--- config.mk ---
export PLATFORM = sky130hd
export DESIGN_NAME = sualu_core
export DESIGN_NICKNAME = d
export VERILOG_FILES = /design/src/rtl/sualu_pkg.sv /design/src/rtl/sualu_decode.sv /design/src/rtl/sualu_bitscan.sv /design/src/rtl/sualu_bitops.sv /design/src/rtl/sualu_core.sv
export SDC_FILE = /design/constraint.sdc
export NUM_CORES = 1
export LEC_CHECK = 0
export BUFFER_PORTS_ARGS = -buffer_cell sky130_fd_sc_hd__buf_4
export CORE_ASPECT_RATIO = 0.7
export CORE_MARGIN = 2
export CORE_UTILIZATION = 35
export CTS_BUF_LIST = sky130_fd_sc_hd__clkbuf_8
export CTS_CLUSTER_SIZE = 25
export DETAILED_ROUTE_END_ITERATION = 16
export PLACE_DENSITY_LB_ADDON = 0.2
export SLEW_MARGIN = 20
export SYNTH_ARGS = -nofsm -noshare
export SYNTH_HDL_FRONTEND = slang
export SYNTH_SLANG_ARGS = --single-unit
--- constraint.sdc ---
create_clock -name clk -period 16.36 [get_ports clk]
set_clock_uncertainty 0.1 [all_clocks]
set_input_delay 4.908 -clock clk [delete_from_list [all_inputs] [get_ports clk]]
set_output_delay 4.908 -clock clk [all_outputs]
set_load 0.05 [all_outputs]
--- src/rtl/sualu_pkg.sv ---
// Package: shared types and encoding constants for the scalar unary ALU.
// Assumes the older numbering places the ten operations on consecutive odd
// opcodes starting at OLD_BASE, with each 64-bit form one above its 32-bit form.
package sualu_pkg;
    // Operation kinds in opcode order (the decoder depends on this order).
    typedef enum logic [3:0] {
        K_MOV   = 4'd0,
        K_CMOV  = 4'd1,
        K_NOT   = 4'd2,
        K_WQM   = 4'd3,
        K_BREV  = 4'd4,
        K_BCNT0 = 4'd5,
        K_BCNT1 = 4'd6,
        K_FF0   = 4'd7,
        K_FF1   = 4'd8,
        K_FLBIT = 4'd9
    } sop_kind_e;

    localparam int OLD_BASE  = 3;   // first opcode of the older numbering
    localparam int NEW_SHIFT = 3;   // newer numbering is this much lower
    localparam int NUM_KINDS = 10;  // operations, each with two widths
endpackage

--- src/rtl/sualu_decode.sv ---
// Module: opcode decoder. Maps either numbering onto an operation kind and a
// width bit. Assumes the two numberings differ by a fixed offset only.
module sualu_decode
    import sualu_pkg::*;
#(
    parameter int OPC_W = 7
) (
    input  logic             gen_new_i,
    input  logic [OPC_W-1:0] opcode_i,
    output sop_kind_e        kind_o,
    output logic             is64_o,
    output logic             illegal_o
);
    localparam int BW = OPC_W + 1;
    localparam int LAST = OLD_BASE + 2 * NUM_KINDS;  // one past the last opcode

    logic [BW-1:0] base;
    logic [BW-1:0] idx;

    // Normalise to the older numbering, then split into kind and width.
    always_comb begin
        base      = {1'b0, opcode_i} + (gen_new_i ? BW'(NEW_SHIFT) : BW'(0));
        idx       = base - BW'(OLD_BASE);
        illegal_o = (base < BW'(OLD_BASE)) || (base >= BW'(LAST));
        is64_o    = idx[0];
        kind_o    = illegal_o ? K_MOV : sop_kind_e'(idx[4:1]);
    end
endmodule

--- src/rtl/sualu_bitscan.sv ---
// Module: population count plus lowest-set and highest-set bit search over
// one vector. Assumes the caller has already masked or inverted the vector.
module sualu_bitscan #(
    parameter int W     = 64,
    parameter int CNT_W = $clog2(W + 1),
    parameter int IDX_W = $clog2(W)
) (
    input  logic [W-1:0]     vec_i,
    output logic [CNT_W-1:0] ones_o,
    output logic             any_o,
    output logic [IDX_W-1:0] lo_idx_o,
    output logic [IDX_W-1:0] hi_idx_o
);
    // Count set bits.
    always_comb begin
        ones_o = '0;
        for (int i = 0; i < W; i++) begin
            ones_o = ones_o + CNT_W'(vec_i[i]);
        end
    end

    // Lowest set bit: a downward sweep leaves the smallest index last.
    always_comb begin
        lo_idx_o = '0;
        for (int i = W - 1; i >= 0; i--) begin
            if (vec_i[i]) lo_idx_o = IDX_W'(i);
        end
    end

    // Highest set bit: an upward sweep leaves the largest index last.
    always_comb begin
        hi_idx_o = '0;
        for (int i = 0; i < W; i++) begin
            if (vec_i[i]) hi_idx_o = IDX_W'(i);
        end
    end

    // Any bit set at all.
    assign any_o = |vec_i;
endmodule

--- src/rtl/sualu_bitops.sv ---
// Module: bit mirror and quad-group mask fill for both operand widths.
// Assumes W is even and each half is a multiple of 4 bits.
module sualu_bitops #(
    parameter int W = 64
) (
    input  logic [W-1:0] src_i,
    input  logic         is64_i,
    output logic [W-1:0] rev_o,
    output logic [W-1:0] wqm_o
);
    localparam int H      = W / 2;
    localparam int GROUPS = W / 4;

    logic [W-1:0] rev_full;
    logic [H-1:0] rev_half;
    logic [W-1:0] wqm_full;

    for (genvar i = 0; i < W; i++) begin : g_rev_full
        assign rev_full[i] = src_i[W-1-i];
    end
    for (genvar i = 0; i < H; i++) begin : g_rev_half
        assign rev_half[i] = src_i[H-1-i];
    end
    for (genvar g = 0; g < GROUPS; g++) begin : g_wqm
        assign wqm_full[4*g +: 4] = {4{|src_i[4*g +: 4]}};
    end

    // Select the width variant; the narrow forms clear the upper half.
    always_comb begin
        rev_o = is64_i ? rev_full : {{H{1'b0}}, rev_half};
        wqm_o = is64_i ? wqm_full : {{H{1'b0}}, wqm_full[H-1:0]};
    end
endmodule

--- src/rtl/sualu_core.sv ---
// Module: top of the scalar unary ALU. Decodes one operation per valid cycle,
// computes the result and the next condition flag, and registers both.
// Assumes dst_i carries the destination's current value for conditional copy.
module sualu_core
    import sualu_pkg::*;
#(
    parameter int OPC_W  = 7,
    parameter int DATA_W = 64
) (
    input  logic              clk,
    input  logic              rst_n,
    input  logic              valid_i,
    input  logic              gen_new_i,
    input  logic [OPC_W-1:0]  opcode_i,
    input  logic [DATA_W-1:0] src_i,
    input  logic [DATA_W-1:0] dst_i,
    output logic [DATA_W-1:0] result_o,
    output logic              done_o,
    output logic              illegal_o,
    output logic              scc_o
);
    localparam int HALF_W = DATA_W / 2;
    localparam int CNT_W  = $clog2(DATA_W + 1);
    localparam int IDX_W  = $clog2(DATA_W);

    sop_kind_e         kind;
    logic              is64;
    logic              illegal;
    logic [DATA_W-1:0] src_eff, dst_eff, src_inv, scan_vec;
    logic [CNT_W-1:0]  ones;
    logic              any_set;
    logic [IDX_W-1:0]  lo_idx, hi_idx;
    logic [DATA_W-1:0] rev, wqm;
    logic [DATA_W-1:0] res_d;
    logic              scc_d;
    logic [HALF_W-1:0] not_found;
    logic [HALF_W-1:0] top_idx;

    sualu_decode #(.OPC_W(OPC_W)) u_decode (
        .gen_new_i (gen_new_i),
        .opcode_i  (opcode_i),
        .kind_o    (kind),
        .is64_o    (is64),
        .illegal_o (illegal)
    );

    // Width-adjusted views of the operands.
    always_comb begin
        src_eff  = is64 ? src_i : {{HALF_W{1'b0}}, src_i[HALF_W-1:0]};
        dst_eff  = is64 ? dst_i : {{HALF_W{1'b0}}, dst_i[HALF_W-1:0]};
        src_inv  = is64 ? ~src_i : {{HALF_W{1'b0}}, ~src_i[HALF_W-1:0]};
        scan_vec = (kind == K_BCNT0 || kind == K_FF0) ? src_inv : src_eff;
    end

    sualu_bitscan #(.W(DATA_W)) u_scan (
        .vec_i    (scan_vec),
        .ones_o   (ones),
        .any_o    (any_set),
        .lo_idx_o (lo_idx),
        .hi_idx_o (hi_idx)
    );

    sualu_bitops #(.W(DATA_W)) u_bitops (
        .src_i  (src_i),
        .is64_i (is64),
        .rev_o  (rev),
        .wqm_o  (wqm)
    );

    // Constants for the search results.
    always_comb begin
        not_found = '1;
        top_idx   = is64 ? HALF_W'(DATA_W - 1) : HALF_W'(HALF_W - 1);
    end

    // Result selection and per-operation flag rule.
    always_comb begin
        scc_d = scc_o;
        res_d = '0;
        if (!illegal) begin
            unique case (kind)
                K_MOV:   res_d = src_eff;
                K_CMOV:  res_d = scc_o ? src_eff : dst_eff;
                K_NOT:   res_d = src_inv;
                K_WQM:   res_d = wqm;
                K_BREV:  res_d = rev;
                K_BCNT0,
                K_BCNT1: res_d = DATA_W'(ones);
                K_FF0,
                K_FF1:   res_d = {{HALF_W{1'b0}},
                                  any_set ? HALF_W'(lo_idx) : not_found};
                K_FLBIT: res_d = {{HALF_W{1'b0}},
                                  any_set ? top_idx - HALF_W'(hi_idx) : not_found};
                default: res_d = '0;
            endcase
            if (kind == K_NOT || kind == K_WQM ||
                kind == K_BCNT0 || kind == K_BCNT1) begin
                scc_d = |res_d;
            end
        end
    end

    // Output and flag registers, loaded on an issued operation.
    always_ff @(posedge clk) begin
        if (!rst_n) begin
            result_o  <= '0;
            done_o    <= 1'b0;
            illegal_o <= 1'b0;
            scc_o     <= 1'b0;
        end else begin
            done_o    <= valid_i;
            illegal_o <= valid_i & illegal;
            if (valid_i) begin
                result_o <= res_d;
                scc_o    <= scc_d;
            end
        end
    end
endmodule

## Word level (Yosys, flattened, before mapping)

Index checks and enable logic that the tools add are counted.

- Register bits: 67
- Bits of input ports: 139
- Output and inout port bits: 67

- $add $sub $neg: 66
- Order comparisons: 2
- Equal/unequal tests: 9
- Muxes and demuxes: 142
- Bitwise operators: 4
- Reductions and logical operators: 27

Operator list:

| cell | count |
|---|---|
| 6-bit two-way mux | 97 |
| 64-bit two-way mux | 9 |
| 64-bit case mux with 8 select lines | 1 |
| 7-bit by 1-bit adder with 7-bit output | 62 |
| 64-bit OR reduction | 2 |
| 5-bit two-way mux | 16 |
| 32-bit two-way mux | 2 |
| 64-bit inverter | 1 |
| 4-bit OR reduction | 16 |
| 4-bit two-way mux | 9 |
| 32-bit inverter | 1 |
| 4-bit by 3-bit equality test with 1-bit output (second input constant) | 4 |
| 3-bit two-way mux | 4 |
| 7-bit by 2-bit adder with 8-bit output | 1 |
| 4-bit by 2-bit equality test with 1-bit output (second input constant) | 2 |
| 4-bit equality test (second input constant) | 2 |
| 8-bit by 5-bit greater-or-equal comparator with 1-bit output (second input constant) | 1 |
| 8-bit by 2-bit less-than comparator with 1-bit output (second input constant) | 1 |
| 6-bit by 6-bit subtractor with 7-bit output | 1 |
| 2-bit two-way mux | 3 |
| 1-bit logical OR | 5 |
| 5-bit by 2-bit subtractor with 5-bit output (second input constant) | 1 |
| 4-bit by 1-bit equality test with 1-bit output (second input constant) | 1 |
| 4-bit zero test | 1 |
| other kinds (6) | 7 |

## Depth between registers and ports, before layout

Gate-level depths: netlist (run 1).

- Depth in word-level cells: 76
- Gate-level depth with buffers: 43
- Depth with buffers taken out: 36

## Cells and area by module

A second synthesis (run 1) with hierarchy kept.

- Cell total of the unflattened synthesis: 1422
- Area, all modules: 10976.8 sq um

By module, submodules not included:

| module | times used | cells each | area each (sq um) |
|---|---|---|---|
| sualu_core | 1 | 852 | 6361.1 |
| sualu_bitscan | 1 | 394 | 3029.2 |
| sualu_bitops | 1 | 136 | 1275.0 |
| sualu_decode | 1 | 40 | 311.5 |

## Least setup slack after synthesis (run 1)

Ideal clock, no wire load.

- Path kind: input to register
- From: input port gen_new_i
- To: register scc_o
- Library setup time: 0.127 ns
- Data arrival time: 15.085 ns
- Data required time: 16.133 ns
- Slack: 1.048 ns
- Stages on the path: 41
- Path through: ha_1 fa_1 ha_1 clkbuf_1 nand3b_1 o211ai_4 xnor2_2 nand4_4 buf_2 buf_1 clkbuf_1 clkbuf_1 buf_2 xnor2_1 nand2_1 fa_1 inv_1 fa_1 [5 not listed] fa_1 fa_1 inv_1 fa_1 inv_1 fa_1 inv_1 a21oi_1 o21bai_1 a21oi_1 o21bai_1 a211oi_1 o211ai_1 nor2_1 nand2_1 or4_1 nor4_1 a21oi_1

- Longest elaborated chain between the ends: 76
- Elaborated cells between the ends (all ways): 230

Ends and longest elaborated chain:

| item | line | text |
|---|---|---|
| from (decl) | sualu_core.sv:13 | `input logic gen_new_i,` |
| 2-bit two-way mux * | sualu_decode.sv:22 | `base = {1'b0, opcode_i} + (gen_new_i ? BW'(NEW_SHIFT) : BW'(0));` |
| 7-bit by 2-bit adder with 8-bit output * | sualu_decode.sv:22 |  |
| parallel branches: the longest is 74 deep, another holds 8-bit by 2-bit less-than comparator with 1-bit output | - |  |
| to (signal assigned) | sualu_core.sv:109 | `scc_o <= 1'b0;` |
| to (signal assigned) | sualu_core.sv:115 | `scc_o <= scc_d;` |
| to (decl) | sualu_core.sv:20 | `output logic scc_o` |

Mark *: on every way between the ends. The select of a mux whose other input is x is not followed.
A chain may end at the register's enable or synchronous reset.

## Final worst setup path (run 1)

Same ends and word-level chain as after synthesis.

==> results of run 1 <==
## worst max-delay path, delay by kind of cell
kind,cells,cell delay (ns)
compound gates,9,1.42
xor+xnor,1,0.65
fa+ha+maj,13,6.07
buf+inv,6,0.43
simple gates,7,2.23
## flip-flops by register name, summed over array words and instances, names as in the netlist
signal and cells:
result_o 64, done_o 1, scc_o 1, illegal_o 1
## area by class of cell
| cell class | count | area share |
|---|---|---|
| flip-flops and latches | 67 | 0.09838 |
| multi-input cells | 1328 | 0.6867 |
| inverters | 118 | 0.03249 |
| clock inverters | 6 | 0.003029 |
| repair buffers | 235 | 0.1294 |
| clock buffers | 10 | 0.01010 |
| well taps | 435 | 0.03992 |
## per-stage QoR
stage / instances / instance area (um2) / setup slack, ns / util
2_1_floorplan: 1684 / 11880 / 1.048 / -
3_3_place_gp: 2183 / 13450 / 0.7835 / 0.4014
3_5_place_dp: 2183 / 13450 / 0.5538 / 0.4015
4_1_cts: 2199 / 13630 / 0.9228 / 0.4068
5_1_grt: 2199 / 13630 / 0.2800 / 0.4071
6_report: 2199 / 13630 / 0.7425 / 0.4071
## layer usage
layer	global-route usage	vias to the layer above	share of wire
met2	0.4786	1038	0.39
met4	0.08010	4	0.026
met3	0.1197	119	0.14
met5	0	-	0.00036
li1	-	6221	-
met1	0.5112	6828	0.45
## placed cells by master (no fill, tap or decap), types with 6 or more instances in the layout
| cell | instances |
|---|---|
| buf_4 | 235 |
| nor2_1 | 158 |
| a21oi_1 | 122 |
| nand2_1 | 121 |
| inv_1 | 119 |
| o21ai_0 | 86 |
| mux2i_1 | 78 |
| dfxtp_1 | 67 |
| xnor2_1 | 55 |
| nor3_1 | 50 |
| fa_1 | 49 |
| o22ai_1 | 44 |
| nor2b_1 | 44 |
| o211ai_1 | 38 |
| nand2b_1 | 34 |
| nand4_1 | 34 |
| a211oi_1 | 34 |
| nor4_1 | 28 |
| and2_1 | 26 |
| nand3_1 | 26 |
| ha_1 | 25 |
| a21boi_0 | 23 |
| a31oi_1 | 17 |
| a221oi_1 | 16 |
| or3_1 | 12 |
| a221o_1 | 11 |
| clkbuf_8 | 10 |
| or4_1 | 9 |
| xor2_1 | 9 |
| o21a_1 | 9 |
| a21o_1 | 7 |
| o221ai_1 | 7 |
| and3_1 | 7 |
| a211o_1 | 7 |
| a22oi_1 | 7 |
| o41ai_1 | 6 |
| nor3b_1 | 6 |
| o2bb2ai_1 | 6 |
## power breakdown
group	internal, uW	switching, uW	total (uW)
clock network	59.1	71.8	131
logic	922	1240	2160
registers	167	2.43	169
total	1150	1310	2460
## path summary, 6_finish.rpt
path | to | slack, ns | depth (start not counted)
worst max-delay path | scc_o | 0.74 | 36
worst min-delay path | result_o[28] | 0.38 | 2
worst min register to register | result_o[28] | 0.38 | 2
worst max register to register | scc_o | 11.97 | 15
## cells by family (layout without fill, tap and decap cells)
kind of cell               Yosys count  after routing  synth area share
and+or+nand+nor                    590            590            0.2554
AOI/OAI and AO/OA                  511            511            0.2955
buffers and inverters              289            369            0.1019
DFF                                 67             67            0.1129
xor gates and xnor gates            67             67           0.05161
adders and majority gates           75             75            0.1100
muxes                               85             85           0.07267
==> metrics.txt, run 1 <==
# TYPE chip_impl_metric gauge
chip_impl_metric{name="timing.hold.ws",unit="ns"} 0.3838
chip_impl_metric{name="number_of_buffers_inserted_during_clock_tree_synthesis",unit=""} 9
chip_impl_info{name="path_class",value="primary input to flop"} 1
chip_impl_metric{name="final_layout_size_suffix_gt1_frac",unit=""} 0.1678
chip_impl_metric{name="timing.final.hold_violations",unit=""} 0
chip_impl_metric{name="async_reset_ff_frac",unit=""} 0
chip_impl_info{name="r2r-start",value="scc_o"} 1
chip_impl_metric{name="final.fill_count",unit=""} 3590
chip_impl_metric{name="synth_edf_count",unit=""} 0
chip_impl_metric{name="buffer_ports.inserted",unit=""} 205
chip_impl_metric{name="routabilityCongestion",unit=""} 1.045
chip_impl_metric{name="setup_violations",unit=""} 0
chip_impl_metric{name="num_antenna_cells",unit=""} 0
chip_impl_metric{name="setup_tns",unit="ns"} 0
chip_impl_metric{name="postRouteWirelength",unit="mm"} 63.57
chip_impl_info{name="synth_common_cells",value="nor2_1 (159), a21oi_1 (123), nand2_1 (121), inv_1 (118), clkbuf_1 (117)"} 1
chip_impl_metric{name="wire_per_inst",unit="um"} 28.91
chip_impl_info{name="synth_top_flop_cell",value="dfxtp_1"} 1
chip_impl_metric{name="maximum_number_of_pins_on_one_net_before_global_route_repair",unit=""} 67
chip_impl_metric{name="cts_htree_levels",unit=""} 3
chip_impl_metric{name="regArea",unit="um2"} 1341
chip_impl_metric{name="max-clock-path-buffers",unit=""} 2
chip_impl_metric{name="worst_pin_slew",unit="ns"} 1.083
chip_impl_info{name="critical-path-slowest-cell",value="nand4_4"} 1
chip_impl_info{name="dominant_cells_by_area_after_synthesis",value="dfxtp_1 (11%), fa_1 (8.3%), mux2i_1 (6.6%)"} 1
chip_impl_metric{name="seq_area_frac_synth",unit=""} 0.1129
chip_impl_info{name="post-synth-top-area-cell",value="dfxtp_1"} 1
chip_impl_info{name="cts_tree",value="built"} 1
chip_impl_metric{name="ioPinCount",unit=""} 206
chip_impl_metric{name="synthesis.area_per_instance",unit="um2"} 7.055
chip_impl_metric{name="max_clock_freq",unit="GHz"} 0.06403
chip_impl_metric{name="die_area",unit="um2"} 35460
chip_impl_metric{name="grt_pass1_vias",unit=""} 13100
chip_impl_metric{name="worst_setup_hold_path_clk_slew",unit="ns"} 0.08
chip_impl_metric{name="power.total",unit="uW"} 2459
chip_impl_metric{name="required",unit="ns"} 16.50
chip_impl_metric{name="static-leakage-power",unit="uW"} 0.005380
chip_impl_metric{name="final_antenna_net_count",unit=""} 0
chip_impl_metric{name="slew_headroom",unit=""} 0.2766
chip_impl_info{name="timing.critical_path.from",value="gen_new_i"} 1
chip_impl_metric{name="row_count",unit=""} 56
chip_impl_metric{name="worst_voltage_drop_across_the_vdd_grid",unit="mV"} 0.3105
chip_impl_metric{name="summed_instance_area_of_the_synthesized_netlist",unit="um2"} 11880
chip_impl_metric{name="postSynthCellCount",unit=""} 1684
chip_impl_metric{name="post-route-drc-count",unit=""} 0
chip_impl_metric{name="dp_hpwl",unit="mm"} 48.07
chip_impl_metric{name="crit_path_max_incr_delay",unit="ns"} 0.66
chip_impl_metric{name="vias_after_detailed_routing",unit=""} 14210
chip_impl_metric{name="fp.dieW",unit="um"} 224.2
chip_impl_metric{name="post_synth_num_cell_types",unit=""} 103
chip_impl_info{name="outcome",value="finished clean"} 1
chip_impl_metric{name="post_drt_via_cell_ratio",unit=""} 6.462
chip_impl_metric{name="layout_min_cycle_time",unit="ns"} 15.62
chip_impl_metric{name="critPathArrivalTime",unit="ns"} 15.76
chip_impl_metric{name="grt_use_total",unit=""} 0.3478
chip_impl_info{name="min-delay-start",value="result_o[28]"} 1
chip_impl_metric{name="grt_antenna_before_repair",unit=""} 2
chip_impl_info{name="rsz0062_at_grt",value="no"} 1
chip_impl_metric{name="core",unit="um2"} 33490
chip_impl_metric{name="grt_overflow",unit=""} 0
chip_impl_metric{name="yosys_warnings",unit=""} 0
chip_impl_metric{name="timing.max_cap.violations",unit=""} 0
chip_impl_info{name="cp-end-kind",value="flop"} 1
chip_impl_info{name="worst_path_most_repeated_cell",value="fa_1"} 1
chip_impl_metric{name="dieHeight",unit="um"} 158.1
chip_impl_info{name="clk_root_buffer_cell",value="clkbuf_8"} 1
chip_impl_metric{name="sink_count_of_the_clock_tree",unit=""} 67
chip_impl_metric{name="finalNetCount",unit=""} 1973
chip_impl_metric{name="clkLatencyLatePin",unit="ns"} 0.36
chip_impl_metric{name="period_share",unit=""} 0.9546
chip_impl_metric{name="postSynthRegisterBits",unit=""} 67
chip_impl_metric{name="initialDrtViolationCount",unit=""} 2322
chip_impl_metric{name="critical_path_peak_fanout",unit=""} 36
chip_impl_info{name="hold_path.class",value="flop to flop"} 1
chip_impl_metric{name="layout-area-overhead-vs-synth",unit="%"} 14.76
chip_impl_metric{name="grt_first_pass_wirelength",unit="mm"} 90.58
chip_impl_metric{name="cts_setup_buffers",unit=""} 0
chip_impl_metric{name="synth_top_area_frac",unit=""} 0.1129
chip_impl_metric{name="mappedNetlistNets",unit=""} 1898
chip_impl_metric{name="report.final.slew_viol_count",unit=""} 0
chip_impl_metric{name="power_per_cell_area",unit="nW/um2"} 180.4
chip_impl_metric{name="start_util",unit=""} 0.3547
chip_impl_info{name="synth_most_common_cell",value="nor2_1"} 1
chip_impl_info{name="worstSetupStartpointType",value="primary input"} 1
chip_impl_metric{name="postCtsHoldBufs",unit=""} 0
chip_impl_metric{name="area_of_the_multi_input_gates",unit="um2"} 9361
chip_impl_metric{name="dr.pass1.iters",unit=""} 8
chip_impl_metric{name="resized_gates_after_cts",unit=""} 0
Note: power is estimated with default switching activity, not from simulation.
==> inputs of run 2 (changes only) <==
--- a/config.mk
+++ b/config.mk
@@ -16,4 +16,5 @@
 export SLEW_MARGIN = 20
 export SYNTH_ARGS = -nofsm -noshare
 export SYNTH_HDL_FRONTEND = slang
+export SYNTH_HIERARCHICAL = 1
 export SYNTH_SLANG_ARGS = --single-unit
==> run 2 against run 1 <==
Final cell count down 12%. Sequential cell count unchanged. Worst hold slack better by 0.030 ns. Count of clock-buffer cells in the layout down 1. First-iteration DRC count down 28%. Combinational power down 11%. Synthesized area down 7.6%. Routed wire length down 21%. Clock power up 5%. Utilization down 0.66 points. Register-to-register slack better by 0.31 ns. Critical path type unchanged. Largest cell class unchanged.
==> metrics.txt, run 2 <==
# TYPE chip_impl_metric gauge
chip_impl_info{name="cp-end-kind",value="flop"} 1
chip_impl_metric{name="setup_tns",unit="ns"} 0
chip_impl_info{name="path_class",value="primary input to flop"} 1
chip_impl_info{name="clk_root_buffer_cell",value="clkbuf_8"} 1
chip_impl_metric{name="postRouteWirelength",unit="mm"} 49.93
chip_impl_metric{name="grt_use_total",unit=""} 0.2958
chip_impl_metric{name="final_core_utilization",unit=""} 0.4005
chip_impl_metric{name="die_area",unit="um2"} 32820
chip_impl_metric{name="grt_overflow",unit=""} 0
chip_impl_info{name="cts_tree",value="built"} 1
chip_impl_info{name="dominant_cells_by_area_after_synthesis",value="dfxtp_1 (12%), fa_1 (10%), a22oi_1 (4.9%)"} 1
chip_impl_metric{name="regArea",unit="um2"} 1343
chip_impl_metric{name="start_util",unit=""} 0.3539
chip_impl_metric{name="synth_edf_count",unit=""} 0
chip_impl_info{name="timing.critical_path.from",value="gen_new_i"} 1
chip_impl_metric{name="postSynthRegisterBits",unit=""} 67
chip_impl_info{name="worstSetupStartpointType",value="primary input"} 1
chip_impl_metric{name="timing.final.hold_violations",unit=""} 0
chip_impl_metric{name="timing.max_cap.violations",unit=""} 0
chip_impl_metric{name="worst_setup_hold_path_clk_slew",unit="ns"} 0.08
chip_impl_metric{name="routabilityCongestion",unit=""} 1.011
chip_impl_info{name="rsz0062_at_grt",value="no"} 1
chip_impl_metric{name="slew_headroom",unit=""} 0.2464
chip_impl_metric{name="critPathArrivalTime",unit="ns"} 15.10
chip_impl_info{name="mostFrequentLayoutCell",value="buf_4"} 1
chip_impl_metric{name="seq_area_frac_synth",unit=""} 0.1222
chip_impl_metric{name="synth_top_area_frac",unit=""} 0.1222
chip_impl_metric{name="layout_min_cycle_time",unit="ns"} 14.96
chip_impl_metric{name="fin_ws",unit="ns"} 1.401
chip_impl_metric{name="yosys_warnings",unit=""} 6
chip_impl_metric{name="dp_hpwl",unit="mm"} 39.11
chip_impl_metric{name="mappedNetlistNets",unit=""} 1636
chip_impl_metric{name="sink_count_of_the_clock_tree",unit=""} 67
chip_impl_metric{name="grt_antenna_before_repair",unit=""} 0
chip_impl_metric{name="max_clock_freq",unit="GHz"} 0.06685
chip_impl_info{name="synth_top_flop_cell",value="dfxtp_1"} 1
chip_impl_metric{name="synthesis.area_per_instance",unit="um2"} 7.719
chip_impl_metric{name="max-clock-path-buffers",unit=""} 2
chip_impl_info{name="worst_path_most_repeated_cell",value="fa_1"} 1
chip_impl_metric{name="final_antenna_net_count",unit=""} 0
chip_impl_metric{name="post-route-drc-count",unit=""} 0
chip_impl_metric{name="setup_violations",unit=""} 0
chip_impl_metric{name="row_count",unit=""} 54
chip_impl_metric{name="fp.dieW",unit="um"} 215.7
chip_impl_info{name="critical_path.top_delay_family",value="adder cells"} 1
chip_impl_metric{name="critical_path_peak_fanout",unit=""} 38
chip_impl_metric{name="postSynthCellCount",unit=""} 1422
chip_impl_metric{name="maximum_number_of_pins_on_one_net_before_global_route_repair",unit=""} 71
chip_impl_metric{name="layout-area-overhead-vs-synth",unit="%"} 13.14
chip_impl_metric{name="period_share",unit=""} 0.9144
chip_impl_metric{name="post_drt_via_cell_ratio",unit=""} 6.018
chip_impl_info{name="synth_most_common_cell",value="nor2_1"} 1
chip_impl_metric{name="largest_reg_flops",unit=""} 64
chip_impl_metric{name="summed_instance_area_of_the_synthesized_netlist",unit="um2"} 10980
chip_impl_metric{name="path_buf_inv",unit=""} 8
chip_impl_metric{name="timing.reg2reg.worst_path_depth",unit=""} 10
chip_impl_metric{name="static-leakage-power",unit="uW"} 0.005034
chip_impl_metric{name="resized_gates_after_cts",unit=""} 0
chip_impl_metric{name="finalNetCount",unit=""} 1725
chip_impl_metric{name="report.final.slew_viol_count",unit=""} 0
chip_impl_metric{name="worst_pin_slew",unit="ns"} 1.130
chip_impl_metric{name="clkLatencyLatePin",unit="ns"} 0.36
chip_impl_info{name="most-common-layout-cells",value="buf_4 (223), nor2_1 (128), inv_1 (108), a21oi_1 (98), nand2_1 (76)"} 1
chip_impl_metric{name="buffer_ports.inserted",unit=""} 205
chip_impl_metric{name="core",unit="um2"} 31010
chip_impl_info{name="synth_common_cells",value="nor2_1 (130), inv_1 (108), a21oi_1 (98), nand2_1 (77), a22oi_1 (71)"} 1
chip_impl_info{name="registers.top_by_ff_count",value="result_o"} 1
chip_impl_metric{name="postCtsHoldBufs",unit=""} 0
chip_impl_info{name="worstHoldEndpoint",value="result_o[14]"} 1
chip_impl_metric{name="ioPinCount",unit=""} 206
chip_impl_metric{name="number_of_buffers_inserted_during_clock_tree_synthesis",unit=""} 9
chip_impl_metric{name="grt_first_pass_wirelength",unit="mm"} 72.77
chip_impl_info{name="critical-path-slowest-cell",value="xnor2_1"} 1
chip_impl_metric{name="dp_worst_setup_slack",unit="ns"} 1.130
chip_impl_metric{name="vias_after_detailed_routing",unit=""} 11650
chip_impl_metric{name="num_antenna_cells",unit=""} 0
chip_impl_info{name="hold_path.class",value="flop to flop"} 1
chip_impl_info{name="r2r-start",value="scc_o"} 1
chip_impl_metric{name="cts_htree_levels",unit=""} 3
chip_impl_metric{name="post_synth_num_cell_types",unit=""} 95
chip_impl_metric{name="worst_hold_path.num_cells",unit=""} 2
chip_impl_info{name="post-synth-top-area-cell",value="dfxtp_1"} 1
chip_impl_metric{name="wire_per_inst",unit="um"} 25.79
chip_impl_metric{name="worst_voltage_drop_across_the_vdd_grid",unit="mV"} 0.2273
chip_impl_metric{name="final.fill_count",unit=""} 3246
chip_impl_metric{name="grt_pass1_vias",unit=""} 11170
chip_impl_info{name="outcome",value="finished clean"} 1
chip_impl_info{name="regToRegEndpoint",value="scc_o"} 1
chip_impl_metric{name="crit_path_max_incr_delay",unit="ns"} 0.72
chip_impl_metric{name="cts_setup_buffers",unit=""} 0
chip_impl_metric{name="required",unit="ns"} 16.50
chip_impl_metric{name="reg2reg_slack",unit="ns"} 12.28
chip_impl_metric{name="async_reset_ff_frac",unit=""} 0
chip_impl_metric{name="dr.pass1.iters",unit=""} 7
chip_impl_metric{name="dieHeight",unit="um"} 152.2
chip_impl_metric{name="initialDrtViolationCount",unit=""} 1661
chip_impl_metric{name="area_of_the_multi_input_gates",unit="um2"} 8283
chip_impl_info{name="min-delay-start",value="result_o[14]"} 1
chip_impl_metric{name="final_layout_size_suffix_gt1_frac",unit=""} 0.2051
chip_impl_metric{name="power_per_cell_area",unit="nW/um2"} 179.9
-- run 2: cell types whose count changed in the layout (fill, tap and decap cells not counted), moves of 24 or more --
cell      delta
a211oi_1    -32
a21oi_1     -24
a22oi_1     +64
and2_1      +27
mux2_4      +29
mux2i_1     -60
nand2_1     -45
nand4_1     -24
nor2_1      -30
nor3_1      -30
o211ai_1    -29
o21ai_0     -48
xor2_1      +32
-- run 2: cell type report --
class                           instances  area share
Clock buffer                            9    0.009974
Clock inverter                          7    0.004937
Inverter                              109     0.03294
Multi-Input combinational cell       1101      0.6669
Sequential cell                        67      0.1081
Tap cell                              420     0.04231
Timing Repair Buffer                  223      0.1348
-- run 2: cell families after synthesis --
logic type	after synthesis	share of synthesized area
AOI/OAI and AO/OA	410	0.2614
xor gates and xnor gates	95	0.07580
adders and majority gates	75	0.1231
buffers and inverters	254	0.1264
DFF	67	0.1222
muxes	50	0.05950
and+or+nand+nor	471	0.2316
-- run 2: layer usage --
| metal | global-route usage | vias up | share of wire |
|---|---|---|---|
| li1 | - | 5235 | - |
| met1 | 0.4334 | 5640 | 0.46 |
| met2 | 0.3886 | 677 | 0.38 |
| met3 | 0.1244 | 97 | 0.14 |
| met4 | 0.07586 | 2 | 0.025 |
| met5 | 0.02029 | - | 0.0018 |
-- run 2: report_power, final --
part	switching [uW]	internal (uW)	leakage, uW
clock network	68.3	68.7	0.000105
registers	2.43	167	0.000542
logic	1150	777	0.00439
total	1220	1010	0.00503
-- run 2: per-stage QoR --
step / cell area [um2] / hold WS [ns] / power [uW] / instances
3_3_place_gp: 12230 / 0.3687 / 2017 / 1920
4_1_cts: 12420 / 0.4167 / 2198 / 1936
2_1_floorplan: 10980 / 0.5926 / 1467 / 1422
5_1_grt: 12420 / 0.4486 / 2402 / 1936
6_report: 12420 / 0.4133 / 2234 / 1936
3_5_place_dp: 12230 / 0.3691 / 2049 / 1920
-- run 2: worst register-to-register path: stages, from the launching register on --
cell and delay [ns]:
dfxtp_2 0.35, buf_4 0.32, nor2b_4 0.17, buf_4 0.49, nor2_4 0.28, a222oi_1 0.93
nand3_1 0.27, nor4_1 0.38, nand4_1 0.30, nor4_1 0.25, a31oi_1 0.11
-- run 2: worst max-delay path by stage --
stage | end | slack, ns | cells after the start
floorplan | scc_o | 1.70 | 43
global placement | scc_o | 1.33 | 40
detailed placement | scc_o | 1.13 | 37
CTS | scc_o | 1.49 | 37
global route | scc_o | 0.88 | 39
finish | scc_o | 1.40 | 37
